$ cat config.mk
export PLATFORM = sky130hd
export DESIGN_NAME = burst_addr_gen
export DESIGN_NICKNAME = d
export VERILOG_FILES = /design/src/rtl/bag_pkg.sv /design/src/rtl/bag_beat_count.sv /design/src/rtl/bag_addr_step.sv /design/src/rtl/burst_addr_gen.sv
export SDC_FILE = /design/constraint.sdc
export NUM_CORES = 1
export LEC_CHECK = 0
export ABC_AREA = 1
export BUFFER_PORTS_ARGS = -buffer_cell sky130_fd_sc_hd__buf_2
export CAP_MARGIN = 20
export CORE_ASPECT_RATIO = 2
export CORE_MARGIN = 8
export CORE_UTILIZATION = 35
export DETAILED_ROUTE_END_ITERATION = 8
export SYNTH_ARGS = -nofsm -noshare
export SYNTH_HDL_FRONTEND = slang
export SYNTH_SLANG_ARGS = --single-unit
$ cat constraint.sdc
create_clock -name clk -period 4.1 [get_ports clk]
set_clock_uncertainty 0.05 [all_clocks]
set_input_delay 0.615 -clock clk [delete_from_list [all_inputs] [get_ports clk]]
set_output_delay 0.615 -clock clk [all_outputs]
set_load 0.005 [all_outputs]
$ cat src/rtl/bag_pkg.sv
package bag_pkg;

    typedef enum logic [1:0] {
        TR_IDLE   = 2'b00,
        TR_BUSY   = 2'b01,
        TR_NONSEQ = 2'b10,
        TR_SEQ    = 2'b11
    } trans_e;

    typedef enum logic [2:0] {
        BT_SINGLE = 3'd0,
        BT_INCR   = 3'd1,
        BT_WRAP4  = 3'd2,
        BT_INCR4  = 3'd3,
        BT_WRAP8  = 3'd4,
        BT_INCR8  = 3'd5,
        BT_WRAP16 = 3'd6,
        BT_INCR16 = 3'd7
    } burst_e;

    typedef enum logic [1:0] {
        S_IDLE,
        S_OPEN,
        S_CONT
    } state_e;

    // Wrapping types are the even, non-zero codes.
    function automatic logic is_wrap(input logic [2:0] b);
        return (b != 3'd0) && !b[0];
    endfunction

    // Fixed-length incrementing types.
    function automatic logic is_fixed_incr(input logic [2:0] b);
        return (b == BT_INCR4) || (b == BT_INCR8) || (b == BT_INCR16);
    endfunction

endpackage

$ cat src/rtl/bag_beat_count.sv
module bag_beat_count
    import bag_pkg::*;
#(
    parameter int LEN_W = 10,
    parameter int CNT_W = 10
) (
    input  logic [2:0]       burst,
    input  logic [LEN_W-1:0] len,
    output logic [CNT_W-1:0] beats
);
    always_comb begin
        unique case (burst)
            BT_SINGLE:           beats = CNT_W'(1);
            BT_INCR:             beats = (len == '0) ? CNT_W'(1) : CNT_W'(len);
            BT_WRAP4, BT_INCR4:  beats = CNT_W'(4);
            BT_WRAP8, BT_INCR8:  beats = CNT_W'(8);
            default:             beats = CNT_W'(16);
        endcase
    end
endmodule

$ cat src/rtl/bag_addr_step.sv
module bag_addr_step
    import bag_pkg::*;
#(
    parameter int ADDR_W  = 32,
    parameter int KB_LOG2 = 10
) (
    input  logic [ADDR_W-1:0] addr,
    input  logic [2:0]        size,
    input  logic [2:0]        burst,
    output logic [ADDR_W-1:0] next_addr,
    output logic              crosses
);
    logic [ADDR_W-1:0] stride;
    logic [ADDR_W-1:0] linear;
    logic [ADDR_W-1:0] mask;
    logic [ADDR_W-1:0] wrapped;
    logic [4:0]        wrap_beats;

    always_comb begin
        unique case (burst)
            BT_WRAP4:  wrap_beats = 5'd4;
            BT_WRAP8:  wrap_beats = 5'd8;
            BT_WRAP16: wrap_beats = 5'd16;
            default:   wrap_beats = 5'd1;
        endcase
        stride    = ADDR_W'(1) << size;
        linear    = addr + stride;
        mask      = (ADDR_W'(wrap_beats) << size) - ADDR_W'(1);
        wrapped   = (addr & ~mask) | (linear & mask);
        next_addr = is_wrap(burst) ? wrapped : linear;
        crosses   = !is_wrap(burst) &&
                    (linear[ADDR_W-1:KB_LOG2] != addr[ADDR_W-1:KB_LOG2]);
    end
endmodule

$ cat src/rtl/burst_addr_gen.sv
module burst_addr_gen
    import bag_pkg::*;
#(
    parameter int ADDR_W  = 32,
    parameter int LEN_W   = 10,
    parameter int KB_LOG2 = 10
) (
    input  logic              clk,
    input  logic              rst_n,
    input  logic              req_start,
    input  logic [ADDR_W-1:0] req_addr,
    input  logic              req_write,
    input  logic [2:0]        req_size,
    input  logic [2:0]        req_burst,
    input  logic [3:0]        req_prot,
    input  logic [LEN_W-1:0]  req_len,
    input  logic              hready,
    output logic [1:0]        htrans,
    output logic [ADDR_W-1:0] haddr,
    output logic              hwrite,
    output logic [2:0]        hsize,
    output logic [2:0]        hburst,
    output logic [3:0]        hprot,
    output logic              done
);
    localparam int CNT_W = (LEN_W > 5) ? LEN_W : 5;

    state_e            state_q, state_d;
    logic [ADDR_W-1:0] addr_q;
    logic              write_q;
    logic [2:0]        size_q;
    logic [2:0]        burst_q;
    logic [3:0]        prot_q;
    logic [CNT_W-1:0]  left_q;
    logic              done_q;

    logic [CNT_W-1:0]  req_beats;
    logic [ADDR_W-1:0] step_addr;
    logic              step_cross;

    logic start_ok, beat_acc, last_beat;

    assign start_ok  = req_start && (state_q == S_IDLE);
    assign beat_acc  = (state_q != S_IDLE) && hready;
    assign last_beat = (left_q == CNT_W'(1));

    bag_beat_count #(.LEN_W(LEN_W), .CNT_W(CNT_W)) u_count (
        .burst (req_burst),
        .len   (req_len),
        .beats (req_beats)
    );

    bag_addr_step #(.ADDR_W(ADDR_W), .KB_LOG2(KB_LOG2)) u_step (
        .addr      (addr_q),
        .size      (size_q),
        .burst     (burst_q),
        .next_addr (step_addr),
        .crosses   (step_cross)
    );

    // Next-state logic
    always_comb begin
        state_d = state_q;
        unique case (state_q)
            S_IDLE: if (start_ok) state_d = S_OPEN;
            S_OPEN, S_CONT: begin
                if (beat_acc) begin
                    if (last_beat)       state_d = S_IDLE;
                    else if (step_cross) state_d = S_OPEN;
                    else                 state_d = S_CONT;
                end
            end
            default: state_d = S_IDLE;
        endcase
    end

    // State register
    always_ff @(posedge clk or negedge rst_n) begin
        if (!rst_n) state_q <= S_IDLE;
        else        state_q <= state_d;
    end

    // Burst parameters, address and beat counter
    always_ff @(posedge clk or negedge rst_n) begin
        if (!rst_n) begin
            addr_q  <= '0;
            write_q <= 1'b0;
            size_q  <= 3'd0;
            burst_q <= 3'd0;
            prot_q  <= 4'd0;
            left_q  <= '0;
            done_q  <= 1'b0;
        end else begin
            done_q <= beat_acc && last_beat;
            if (start_ok) begin
                addr_q  <= req_addr;
                write_q <= req_write;
                size_q  <= req_size;
                burst_q <= req_burst;
                prot_q  <= req_prot;
                left_q  <= req_beats;
            end else if (beat_acc && !last_beat) begin
                addr_q <= step_addr;
                left_q <= left_q - CNT_W'(1);
                if (step_cross && is_fixed_incr(burst_q)) burst_q <= BT_INCR;
            end
        end
    end

    // Outputs
    always_comb begin
        unique case (state_q)
            S_OPEN:  htrans = TR_NONSEQ;
            S_CONT:  htrans = TR_SEQ;
            default: htrans = TR_IDLE;
        endcase
        haddr  = addr_q;
        hwrite = write_q;
        hsize  = size_q;
        hburst = burst_q;
        hprot  = prot_q;
        done   = done_q;
    end

    // ---------------- assertions ----------------
    logic [ADDR_W-1:0] chk_block;
    always_comb begin
        unique case (hburst)
            BT_WRAP4:  chk_block = ADDR_W'(4)  << hsize;
            BT_WRAP8:  chk_block = ADDR_W'(8)  << hsize;
            default:   chk_block = ADDR_W'(16) << hsize;
        endcase
    end

    p_seq_after_open_r2: assert property (@(posedge clk) disable iff (!rst_n)
        (htrans == TR_SEQ) |-> ($past(htrans) != TR_IDLE));

    p_ctrl_frozen_r3: assert property (@(posedge clk) disable iff (!rst_n)
        (htrans == TR_SEQ) |-> ($stable(hwrite) && $stable(hsize) &&
                                $stable(hprot) && $stable(hburst)));

    p_incr_step_r4: assert property (@(posedge clk) disable iff (!rst_n)
        (htrans == TR_SEQ && $past(hready) && !is_wrap(hburst))
        |-> (haddr == $past(haddr) + (ADDR_W'(1) << hsize)));

    p_wrap_inside_r5: assert property (@(posedge clk) disable iff (!rst_n)
        (htrans == TR_SEQ && is_wrap(hburst))
        |-> ((haddr / chk_block) == ($past(haddr) / chk_block)));

    p_no_kb_cross_r7: assert property (@(posedge clk) disable iff (!rst_n)
        (htrans == TR_SEQ)
        |-> (haddr[ADDR_W-1:KB_LOG2] == $past(haddr[ADDR_W-1:KB_LOG2])));

    p_hold_stall_r8: assert property (@(posedge clk) disable iff (!rst_n)
        (htrans != TR_IDLE && !hready) |=> ($stable(haddr) && $stable(htrans)));

    p_done_idle_r9: assert property (@(posedge clk) disable iff (!rst_n)
        done |-> (htrans == TR_IDLE));

    p_done_pulse_r9: assert property (@(posedge clk) disable iff (!rst_n)
        done |=> !done);

endmodule

==> results.toml <==
[cts]
cts-buffers-inserted = 5
numClockSinks = 56
ctsHoldBuffers = 0
clkLatencyLatePin_ns = 0.31
h-tree-depth = 2
cts_setup_buffers = 0
clockRootBuffer = "clkbuf_16"
clock_path_buffers = 2
cts_resized = 0
cts_tree = "yes"
clkTransAtPathRegs_ns = 0.08

[timing]
setup_viol = 0
period_share_pct = 76.0
hold_viol = 0
fmax_mhz = 321
rsz0062_at_grt = "false"
worstMarginPinSlew_ns = 0.765
setup-tns-final_ns = 0
setup_ws_ns = 0.983
slew_viol_final = 0
relSlewSlack_pct = 49.0
post-route-min-period_ns = 3.12

[placed_design]
dpl_worst_slack_ns = 0.991
gp_congestion = 0.924
dp_hpwl_um = 11600
port-buffer-count = 102

[flow_run]
cap_violations = 0

[layout]
n_antenna_cell = 0
drive_gt1_share_pct = 19.2
nets = 858
area_delta_synth_final_pct = 16.9

[logic_synthesis]
syn_nets = 765
synth.ff_latch_count = 56
yosysSeqAreaShare_pct = 30.8
synthCells = 692
ys.flop_type = "dfrtp_1"
synth_edf_count = 0
synthDistinctLibCells = 47
syn_area_per_cell_sq_um = 6.58
yosysWarnings = 0
synthesis.area_sq_um = 4550
ys_async_sr_fraction_pct = 100

[worst_setup_path]
reg2reg_from = "hsize[0]"
end_kind = "register"
startpoint = "hsize[0]"
cp.arrival_ns = 3.27
crit_path_start_kind = "register"
r2r_cells = 20
crit_type = "reg -> reg"
r2r_slack_ns = 0.98
crit_fanout = 8
cp.required_ns = 4.25

[global_route]
grt_pass1_wl_um = 24300
grt.total_usage_pct = 17.0
overflow = 0
grt_max_degree = 48
grt_pass1_vias = 4848
antenna_found_initial = 0

[routing]
dr_total_vias = 4816
ant_nets = 0
drc = 0
drt_iter0_drc = 232
viasPerCell = 5.13
routedWlPerCell_um = 15.6
wl_um = 14600
drtPass1Iterations = 5

[die]
core_sq_um = 12800
die_area_sq_um = 17100
die_h_um = 177
die_w_um = 96.7
io_pins = 103
row_count = 59
initial_utilization_pct = 35.5

[power]
power_mw = 4.23
power_density_nw_per_um2 = 796
ir_worst_vdd_mv = 0.294
p_leak_nw = 2.77

[hold_path]
hp-class = "in -> async"

[status]
status = "completed"
routing by layer:
layer  wire [um]  part of all wire, %  track usage (%)  vias up
met4         272                  1.9             5.75        0
met5           0                    0                0        -
met2        7310                   50             29.7      100
met1        6600                   45             20.8     2245
met3         422                  2.9             2.26       15
li1            -                    -                -     2456
cells by family (layout without fill, tap and decap cells):
kind of cell	count (synthesis)	in the layout	synth area share [%]
xor+xnor	8	8	1.54
buf+inv	110	204	9.86
fa+ha+maj	16	16	4.56
simple gates	377	377	37.1
flops	56	56	30.8
mux	2	2	0.577
compound gates	123	123	15.6
placed cells by master, fill, tap and decap left out, types with 3 or more instances in the layout:
cell / instances
nand2_1: 184
buf_2: 102
inv_1: 83
nor2_1: 75
dfrtp_1: 56
nand3_1: 55
o21ai_0: 41
a21oi_1: 35
nor3_1: 15
ha_1: 15
nand4_1: 12
a31oi_1: 10
nand2_2: 9
o21ai_1: 8
xor2_1: 7
o22ai_1: 7
inv_2: 6
nor4_1: 6
a22oi_1: 6
nand2_4: 5
clkbuf_16: 5
nor2_2: 4
o211ai_1: 4
buf_4: 4
nand3_2: 3
or2_2: 3
final cells by class:
cell class              instances  area, sq um
clock buffers                   8          146
fillers                      1447         7520
inverters                      90          338
multi-input cells             526         2710
flip-flops and latches         56         1400
well taps                     152          190
repair buffers                106          541
synth_stat cells (2+ instances only):
library cell / n / area, sq um
o21ai_1: 8 / 40.0
buf_1: 3 / 11.3
buf_6: 3 / 33.8
a31oi_1: 10 / 62.6
ha_1: 15 / 188
inv_1: 83 / 312
nor4_1: 6 / 37.5
nand2_4: 5 / 56.3
nor2_4: 2 / 22.5
nand3_1: 55 / 275
inv_2: 6 / 22.5
buf_2: 2 / 10.0
nand4_1: 12 / 75.1
o21bai_1: 2 / 15.0
a21oi_1: 35 / 175
buf_4: 3 / 22.5
o22ai_1: 7 / 43.8
nand2_2: 8 / 50.1
or2_2: 3 / 18.8
xor2_1: 7 / 61.3
nor2_1: 75 / 282
a22oi_1: 6 / 45.0
nand3_2: 3 / 30.0
nand2_1: 185 / 694
o211ai_1: 4 / 30.0
nor2_2: 4 / 25.0
nand4_2: 2 / 25.0
a21boi_0: 2 / 15.0
clkbuf_1: 9 / 33.8
nor3_1: 15 / 75.1
o21ai_0: 41 / 205
dfrtp_1: 56 / 1400
metrics by stage:
stage | cell area [sq um] | hold slack [ns] | utilization, % | std cells
final | 5320 | 0.327 | 41.4 | 938
after detailed placement | 5180 | 0.413 | 40.3 | 930
after CTS | 5320 | 0.364 | 41.4 | 938
after global routing | 5320 | 0.392 | 41.4 | 938
after global placement | 5180 | 0.413 | 40.3 | 930
after floorplan | 4550 | 0.269 | - | 692
worst min path at each step:
stage,to,cells after the start
global route,hwrite,1
CTS,hprot[1],1
detailed placement,hprot[1],2
finish,hwrite,1
floorplan,asynchronous set/reset pin,0
global placement,hprot[1],2
worst max-delay path, cell delays in order, from the launching register on:
cell and delay [ns]:
dfrtp_1 0.48, nor2_1 0.17, inv_1 0.08, nor2_1 0.16, ha_1 0.20, inv_1 0.05, fa_1 0.36, inv_1 0.07
nand2_1 0.09, a21oi_2 0.19, nand2_1 0.07, nand2_1 0.12, nand2_1 0.06, o21ai_0 0.13, nand2_1 0.16, nor3_1 0.22
nand2_1 0.08, nand3_1 0.09, nand2_1 0.06, nand2_1 0.06, nand2_1 0.04
power breakdown:
part           total, mW  internal [mW]  switching, mW
clock              0.466          0.246          0.220
combinational       2.65          0.961           1.69
sequential          1.12          0.814          0.302
total               4.23           2.02           2.21
Power figures use the tool's default switching activity.
